==> src/rtl/chan_slew_pkg.sv <==
package chan_slew_pkg;
  localparam int unsigned DEF_SLEW_W = 11;

  typedef enum logic [1:0] {
    CH_HELD  = 2'd0,
    CH_ARMED = 2'd1,
    CH_LIVE  = 2'd2
  } ch_state_e;
endpackage

==> src/rtl/slew_req_reg.sv <==
module slew_req_reg #(
  parameter int unsigned W = 11
) (
  input  logic         clk_i,
  input  logic         rst_ni,
  input  logic         wr_i,
  input  logic [W-1:0] val_i,
  input  logic         consume_i,
  output logic [W-1:0] slew_val_o,
  output logic         pending_o
);
  logic [W-1:0] val_q;
  logic         pend_q;

  always_ff @(posedge clk_i or negedge rst_ni) begin
    if (!rst_ni) begin
      val_q  <= '0;
      pend_q <= 1'b0;
    end else begin
      if (wr_i) val_q <= val_i;
      // a write wins over a same-cycle consume
      if (wr_i)           pend_q <= 1'b1;
      else if (consume_i) pend_q <= 1'b0;
    end
  end

  assign slew_val_o = val_q;
  assign pending_o  = pend_q;

  AST_PEND_DROP: assert property (@(posedge clk_i) disable iff (!rst_ni)
    consume_i && !wr_i |=> !pending_o);
  AST_PEND_KEEP: assert property (@(posedge clk_i) disable iff (!rst_ni)
    wr_i |=> pending_o);
  AST_PEND_HOLD: assert property (@(posedge clk_i) disable iff (!rst_ni)
    pending_o && !consume_i |=> pending_o);
endmodule

==> src/rtl/slew_down_cnt.sv <==
module slew_down_cnt #(
  parameter int unsigned W = 11
) (
  input  logic         clk_i,
  input  logic         rst_ni,
  input  logic         run_i,
  input  logic         load_i,
  input  logic [W-1:0] load_val_i,
  input  logic         tick_i,
  output logic         busy_o,
  output logic         tick_o
);
  logic [W-1:0] cnt_q;

  always_ff @(posedge clk_i or negedge rst_ni) begin
    if (!rst_ni)                       cnt_q <= '0;
    else if (!run_i)                   cnt_q <= '0;
    else if (load_i)                   cnt_q <= load_val_i;
    else if (cnt_q != '0 && tick_i)    cnt_q <= cnt_q - W'(1);
  end

  assign busy_o = (cnt_q != '0);
  assign tick_o = tick_i & run_i & ~busy_o;

  AST_LOAD_VALUE: assert property (@(posedge clk_i) disable iff (!rst_ni)
    load_i && run_i |=> cnt_q == $past(load_val_i));
  AST_DEC_ON_TICK: assert property (@(posedge clk_i) disable iff (!rst_ni)
    run_i && !load_i && busy_o && tick_i |=> cnt_q == $past(cnt_q) - W'(1));
  AST_HOLD_NO_TICK: assert property (@(posedge clk_i) disable iff (!rst_ni)
    run_i && !load_i && !tick_i |=> $stable(cnt_q));
  AST_LOAD_IDLE: assert property (@(posedge clk_i) disable iff (!rst_ni)
    load_i |-> !busy_o);
  AST_ABORT: assert property (@(posedge clk_i) disable iff (!rst_ni)
    !run_i |=> !busy_o);
endmodule

==> src/rtl/chan_start_ctrl.sv <==
module chan_start_ctrl
  import chan_slew_pkg::*;
(
  input  logic clk_i,
  input  logic rst_ni,
  input  logic run_i,
  input  logic dump_i,
  input  logic busy_i,
  output logic code_rst_o,
  output logic acc_hold_o,
  output logic dump_void_o
);
  ch_state_e state_q, state_d;

  always_comb begin
    state_d = state_q;
    if (!run_i)      state_d = CH_HELD;
    else if (dump_i) state_d = CH_LIVE;
    else if (state_q == CH_HELD) state_d = CH_ARMED;
  end

  always_ff @(posedge clk_i or negedge rst_ni) begin
    if (!rst_ni) state_q <= CH_HELD;
    else         state_q <= state_d;
  end

  assign code_rst_o  = ~run_i;
  assign acc_hold_o  = ~run_i | busy_i;
  // dump in the release cycle also counts as the first one
  assign dump_void_o = run_i & dump_i & (state_q != CH_LIVE);

  AST_VOID_ONCE: assert property (@(posedge clk_i) disable iff (!rst_ni)
    dump_void_o |=> !dump_void_o);
  AST_VOID_LIVE: assert property (@(posedge clk_i) disable iff (!rst_ni)
    dump_void_o |=> state_q == CH_LIVE || !$past(run_i));
  AST_REARM: assert property (@(posedge clk_i) disable iff (!rst_ni)
    !run_i |=> state_q == CH_HELD);
endmodule

==> src/rtl/chan_slew_seq.sv <==
module chan_slew_seq
  import chan_slew_pkg::*;
#(
  parameter int unsigned SLEW_W = DEF_SLEW_W
) (
  input  logic              clk_i,
  input  logic              rst_ni,
  input  logic              chan_en_i,
  input  logic              slew_wr_i,
  input  logic [SLEW_W-1:0] slew_val_i,
  input  logic              code_tick_i,
  input  logic              dump_i,
  output logic              code_tick_o,
  output logic              code_rst_o,
  output logic              acc_hold_o,
  output logic              dump_void_o,
  output logic              slew_busy_o
);
  logic [SLEW_W-1:0] slew_val;
  logic              pending;
  logic              busy;
  logic              consume;

  // load only into an idle counter; busy dumps leave the request queued
  assign consume = dump_i & chan_en_i & pending & ~busy;

  slew_req_reg #(.W(SLEW_W)) u_req (
    .clk_i      (clk_i),
    .rst_ni     (rst_ni),
    .wr_i       (slew_wr_i),
    .val_i      (slew_val_i),
    .consume_i  (consume),
    .slew_val_o (slew_val),
    .pending_o  (pending)
  );

  slew_down_cnt #(.W(SLEW_W)) u_cnt (
    .clk_i      (clk_i),
    .rst_ni     (rst_ni),
    .run_i      (chan_en_i),
    .load_i     (consume),
    .load_val_i (slew_val),
    .tick_i     (code_tick_i),
    .busy_o     (busy),
    .tick_o     (code_tick_o)
  );

  chan_start_ctrl u_ctrl (
    .clk_i       (clk_i),
    .rst_ni      (rst_ni),
    .run_i       (chan_en_i),
    .dump_i      (dump_i),
    .busy_i      (busy),
    .code_rst_o  (code_rst_o),
    .acc_hold_o  (acc_hold_o),
    .dump_void_o (dump_void_o)
  );

  assign slew_busy_o = busy;

  AST_HOLD_WHILE_BUSY: assert property (@(posedge clk_i) disable iff (!rst_ni)
    slew_busy_o |-> acc_hold_o);
  AST_GATE_WHILE_BUSY: assert property (@(posedge clk_i) disable iff (!rst_ni)
    slew_busy_o |-> !code_tick_o);
  AST_HELD_OUTPUTS: assert property (@(posedge clk_i) disable iff (!rst_ni)
    !chan_en_i |-> code_rst_o && acc_hold_o && !code_tick_o && !dump_void_o);
  AST_BUSY_NEEDS_DUMP: assert property (@(posedge clk_i) disable iff (!rst_ni)
    $rose(slew_busy_o) |-> $past(dump_i));
endmodule

==> config.mk <==
export PLATFORM = sky130hd
export DESIGN_NAME = chan_slew_seq
export DESIGN_NICKNAME = d
export VERILOG_FILES = /design/src/rtl/chan_slew_pkg.sv /design/src/rtl/slew_req_reg.sv /design/src/rtl/slew_down_cnt.sv /design/src/rtl/chan_start_ctrl.sv /design/src/rtl/chan_slew_seq.sv
export SDC_FILE = /design/constraint.sdc
export NUM_CORES = 1
export LEC_CHECK = 0
export CORE_MARGIN = 1
export CORE_UTILIZATION = 30
export CTS_CLUSTER_SIZE = 14
export DETAILED_ROUTE_END_ITERATION = 10
export DONT_BUFFER_PORTS = 1
export PLACE_DENSITY = 0.41
export SLEW_MARGIN = 20
export SYNTH_ARGS = -nofsm -noshare
export SYNTH_HDL_FRONTEND = slang
export SYNTH_HIERARCHICAL = 1
export SYNTH_SLANG_ARGS = --single-unit
==> constraint.sdc <==
create_clock -name clk_i -period 2.6 [get_ports clk_i]
set_input_delay 0.13 -clock clk_i [delete_from_list [all_inputs] [get_ports clk_i]]
set_output_delay 0.13 -clock clk_i [all_outputs]
set_load 0.01 [all_outputs]
Word-level counts from Yosys, hierarchy flattened --
Index checks and enable logic that the tools add are counted.
Storage, ports and cells: register bits after elaboration 25, latch bits 0, RAM bits 0, memory bits (read-only) 0, input port bits 17, output and inout bits 5, memories 0
Operators by class: add/subtract/negate cells 1, multipliers 0, div/mod/pow operators 0, order comparisons 0, equality and inequality tests 3, shifts and indexed selects 0, mux-type cells 8, bitwise gates (word level) 9, reductions and logical operators 4
Operators by type and width (count):
- $mux 11 | 3
- $reduce_bool 11->1 | 1
- $sub 11x1->11 const B | 1
- $and 1x1->1 | 6
- $mux 2 | 3
- $ne 3x1->1 const B | 2
- $logic_not 2->1 | 1
- $mux 1 | 2
- $ne 2x2->1 const B | 1
- $not 1->1 | 2
- $reduce_bool 2->1 | 1
- $logic_and 1x1->1 | 1
- $or 1x1->1 | 1

Depth between registers and ports, before layout --
depth after elaboration 5, gate-level depth with buffers 10

Modules after synthesis --
Netlist, hierarchy kept.
By module, submodules not included:
- slew_down_cnt | instances 1, cells an instance 80, area an instance 704.4 um^2, sequential area each 275.3 um^2
- slew_req_reg | instances 1, cells an instance 26, area an instance 481.7 um^2, sequential area each 300.3 um^2
- chan_start_ctrl | instances 1, cells an instance 9, area an instance 92.6 um^2, sequential area each 50.0 um^2
- chan_slew_seq | instances 1, cells an instance 1, area an instance 10.0 um^2, sequential area each 0.0 um^2

Worst setup path before layout --
OpenSTA, ideal clock, no wires.
path type register to register, from reg u_cnt.cnt_q[0], to reg u_cnt.cnt_q[8], setup time 0.135 ns, arrival time 2.296 ns, required time 2.465 ns, path slack 0.169 ns, cell stages (with the launch flop) 11, path buffers 1, clock period less this slack 2.431 ns, cell sequence dfrtp_1 -> inv_1 -> ha_1 -> or4b_4 -> nor2_1 -> nand2_1 -> and4b_1 -> clkbuf_1 -> nor2_1 -> a22oi_1 -> o21ai_1
Between the ends: word-level cells in the longest chain between the ends 5, elaborated cells on any way between the ends 9, those cells by class 1 x add/sub; 1 x eq/ne; 3 x mux; 2 x bitwise; 2 x reduce/logical
RTL lines:
- from (decl) | line slew_down_cnt.sv:13 | logic [W-1:0] cnt_q;
- from (signal assigned) | line slew_down_cnt.sv:18 | else if (load_i) cnt_q <= load_val_i;
- from (signal assigned) | line slew_down_cnt.sv:19 | else if (cnt_q != '0 && tick_i) cnt_q <= cnt_q - W'(1);
- $reduce_bool 11->1 (*) | line slew_down_cnt.sv:22 | assign busy_o = (cnt_q != '0);
- named net slew_busy_o | line chan_slew_seq.sv:17 | output logic slew_busy_o
- $not 1->1 (*) | line chan_slew_seq.sv:25 | assign consume = dump_i & chan_en_i & pending & ~busy;
- $and 1x1->1 (*) | line chan_slew_seq.sv:25
- named net consume | line chan_slew_seq.sv:22 | logic consume;
- $mux 11 | line slew_down_cnt.sv:18
- $mux 11 | line slew_down_cnt.sv:17 | else if (!run_i) cnt_q <= '0;
Mark *: on every way through the listed nets, which the timed path passes. The rest lies on a longest branch. The select of a mux whose other input is x is not followed. A chain may end at the register's enable or synchronous reset.

Final worst setup path --
from reg u_cnt.cnt_q[0], to reg u_cnt.cnt_q[4]
Between the ends: word-level cells in the longest chain between the ends 5, elaborated cells on any way between the ends 9, those cells by class 1 x add/sub; 1 x eq/ne; 3 x mux; 2 x bitwise; 2 x reduce/logical
RTL lines (line):
- $reduce_bool 11->1 (*) | slew_down_cnt.sv:22
- $not 1->1 (*) | chan_slew_seq.sv:25
- $and 1x1->1 (*) | chan_slew_seq.sv:25
- named net consume | chan_slew_seq.sv:22
- $mux 11 | slew_down_cnt.sv:18
- $mux 11 | slew_down_cnt.sv:17
Marked as above.

==> results.json <==
{
  "status": "complete, no violations",
  "p_leak_nw": 0.679,
  "yosys_warnings": 6,
  "synth_top_area_share": 0.485,
  "track_usage": 0.149,
  "numCtsBuffers": 3,
  "grt_pass1_vias": 981,
  "power-per-cell-area_nw_per_um2": 952,
  "dieArea_um2": 4560,
  "fin_crit_sh": 0.933,
  "setup_slack_ns": 0.173,
  "tightest_slew_ns": 0.353,
  "cp_slowest_cell": "or4b_4",
  "start_util": 0.318,
  "hold_path.class": "in -> reg",
  "crit_buf_inv": 2,
  "drt_wl_total_mm": 2.98,
  "n_antenna_cell": 0,
  "synth-edff-count": 0,
  "seq_area_um2": 627,
  "drv_slew": 0,
  "maxSlewHeadroom": 0.762,
  "layout_min_cycle_time_ns": 2.43,
  "grt_max_degree": 26,
  "setup-violations-final": 0,
  "max_stage_delay_ns": 0.51,
  "vias": 976,
  "hold_violations": 0,
  "drc": 0,
  "critical_path_arrival_ns": 2.56,
  "clk_latency_ns": 0.27,
  "yosysSeqAreaShare": 0.485,
  "synth_cell_types": 42,
  "multiInputGateArea_um2": 616,
  "async_flop_share": 1.00,
  "ir_drop_v": 0.000466,
  "syn_area_um2": 1290,
  "syn_nets": 134,
  "first_pass_iters": 4,
  "drt_iter0_markers": 32,
  "crit_chain": "inv_1 > ha_1 > or4b_4 > nor2_1 > nand2_1 > and4b_2 > buf_6 > nor2b_1 > o311ai_0 > o21ai_0",
  "grt_pass1_wl_mm": 4.92,
  "crit_type": "reg -> reg",
  "yosys-top-cells-area": "dfrtp_1, mux2_4, o21ai_0, o311ai_0, nand2_1",
  "endpoint_kind": "flip-flop",
  "synth_top_area_cell": "dfrtp_1",
  "max-cap-violations": 0,
  "ant_nets": 0,
  "hpwl_mm": 1.94,
  "critPathRequiredTime_ns": 2.73,
  "clkSinkCount": 25,
  "place_area_um2": 1340,
  "cts-root-buf": "clkbuf_8",
  "fillers": 400,
  "wl_per_cell_um": 16.1,
  "start_kind": "flip-flop",
  "port-buffer-count": 0,
  "path_clk_slew_ns": 0.09,
  "r2r_slack_ns": 0.17,
  "final_cell_mix": "dfrtp_1, dlygate4sd3_1, mux2_4, nand2_1, o21ai_0",
  "nets": 154,
  "netlist_instances": 116,
  "grt.overflow.total": 0,
  "critPathTopFamily": "simple AND/OR/NAND/NOR gates",
  "cts_tree": "yes",
  "rsz0062_at_grt": "no",
  "layout_commonest_cell": "dfrtp_1",
  "core-area_um2": 4060,
  "ios": 22,
  "gp_congestion": 0.854,
  "syn_avg_cell_area_um2": 11.1,
  "syn2layout_area_growth_pct": 22.3,
  "path_max_fanout": 14,
  "die_w_um": 67.5,
  "postLayoutCellArea_um2": 1580,
  "antenna_found_initial": 0,
  "skew_ns": 0.00390,
  "rows": 23,
  "drive_above_1_share": 0.230,
  "die_h_um": 67.5,
  "h-tree-depth": 1,
  "clockBufferDepth": 2,
  "ys_seq_elements": 25,
  "fin_util": 0.389,
  "synth_ff_type": "dfrtp_1",
  "tns_ns": 0,
  "preCtsSetupSlack_ns": 0.192,
  "viasPerCell": 5.28,
  "fmax_mhz": 412
}
-- worst paths after layout --
check                                 from  cells after the start                  end
min in group asynchronous           rst_ni                      2  u_req/slew_val_o[7]
max in group asynchronous           rst_ni                      2       u_cnt/cnt_q[0]
min reg2reg                u_req/pending_o                      1      u_req/pending_o
max reg2reg                 u_cnt/cnt_q[0]                     10       u_cnt/cnt_q[4]
min                              slew_wr_i                      1  u_req/slew_val_o[9]
max                         u_cnt/cnt_q[0]                     10       u_cnt/cnt_q[4]
-- metal layers --
metal | track usage | share of wire
met2 | 0.228 | 0.46
met1 | 0.204 | 0.48
met4 | 0.0319 | 0.0084
met5 | 0 | 0
met3 | 0.0456 | 0.057
-- through the flow --
stage	hold slack (ns)	total power, mW	instances
floorplan	-0.166	1.08	116
global placement	-0.165	1.26	164
detailed placement	-0.165	1.23	164
CTS	0.00349	1.50	183
global route	-0.000368	1.64	185
finish	0.0160	1.50	185
-- area by class of cell --
| cell class | instances | share of cell area |
|---|---|---|
| Sequential cell | 25 | 0.398 |
| Timing Repair Buffer | 20 | 0.131 |
| Tap cell | 50 | 0.0397 |
| Multi-Input combinational cell | 81 | 0.390 |
| Inverter | 5 | 0.0119 |
| Clock buffer | 3 | 0.0262 |
| Clock inverter | 1 | 0.00317 |
-- cell usage after synthesis, types with 2 or more instances --
| cell type | instances |
|---|---|
| clkbuf_1 | 3 |
| o311ai_0 | 4 |
| nand2b_1 | 4 |
| or3_1 | 3 |
| inv_1 | 4 |
| nor2_1 | 7 |
| a31oi_1 | 3 |
| nand3_1 | 2 |
| mux2_4 | 9 |
| o21ai_0 | 8 |
| nor3_1 | 4 |
| a21oi_1 | 2 |
| or4_1 | 2 |
| mux2_2 | 2 |
| dfrtp_1 | 25 |
| nand2_1 | 8 |
-- cell families (layout without fill, tap and decap cells) --
kind of cell,after synthesis,count (layout),synth area share
compound gates,29,29,0.163
xor+xnor,1,1,0.00680
fa+ha+maj,1,1,0.00971
buf+inv,10,29,0.0379
flops,25,25,0.485
mux,11,11,0.122
simple gates,39,39,0.175
-- report_power, final --
group | internal (mW) | switching, mW | leakage (nW) | total (mW)
combinational | 0.340 | 0.363 | 0.344 | 0.703
clock | 0.107 | 0.122 | 0.0255 | 0.229
sequential | 0.477 | 0.0930 | 0.310 | 0.570
total | 0.923 | 0.578 | 0.679 | 1.50
-- registers in the layout, indices dropped and copies added (netlist names) --
signal            count
u_req/pending_o       1
u_ctrl/state_q        2
u_cnt/cnt_q          11
u_req/slew_val_o     11
-- repair_timing --
action                                  in CTS  in global routing
hold buffers                                15                  2
buffers inserted                             0                  0
hold endpoints to repair                    42                  6
endpoints found under the setup margin       0                  3
gates resized for setup                      0                  4
(Power assumes the default switching activity.)
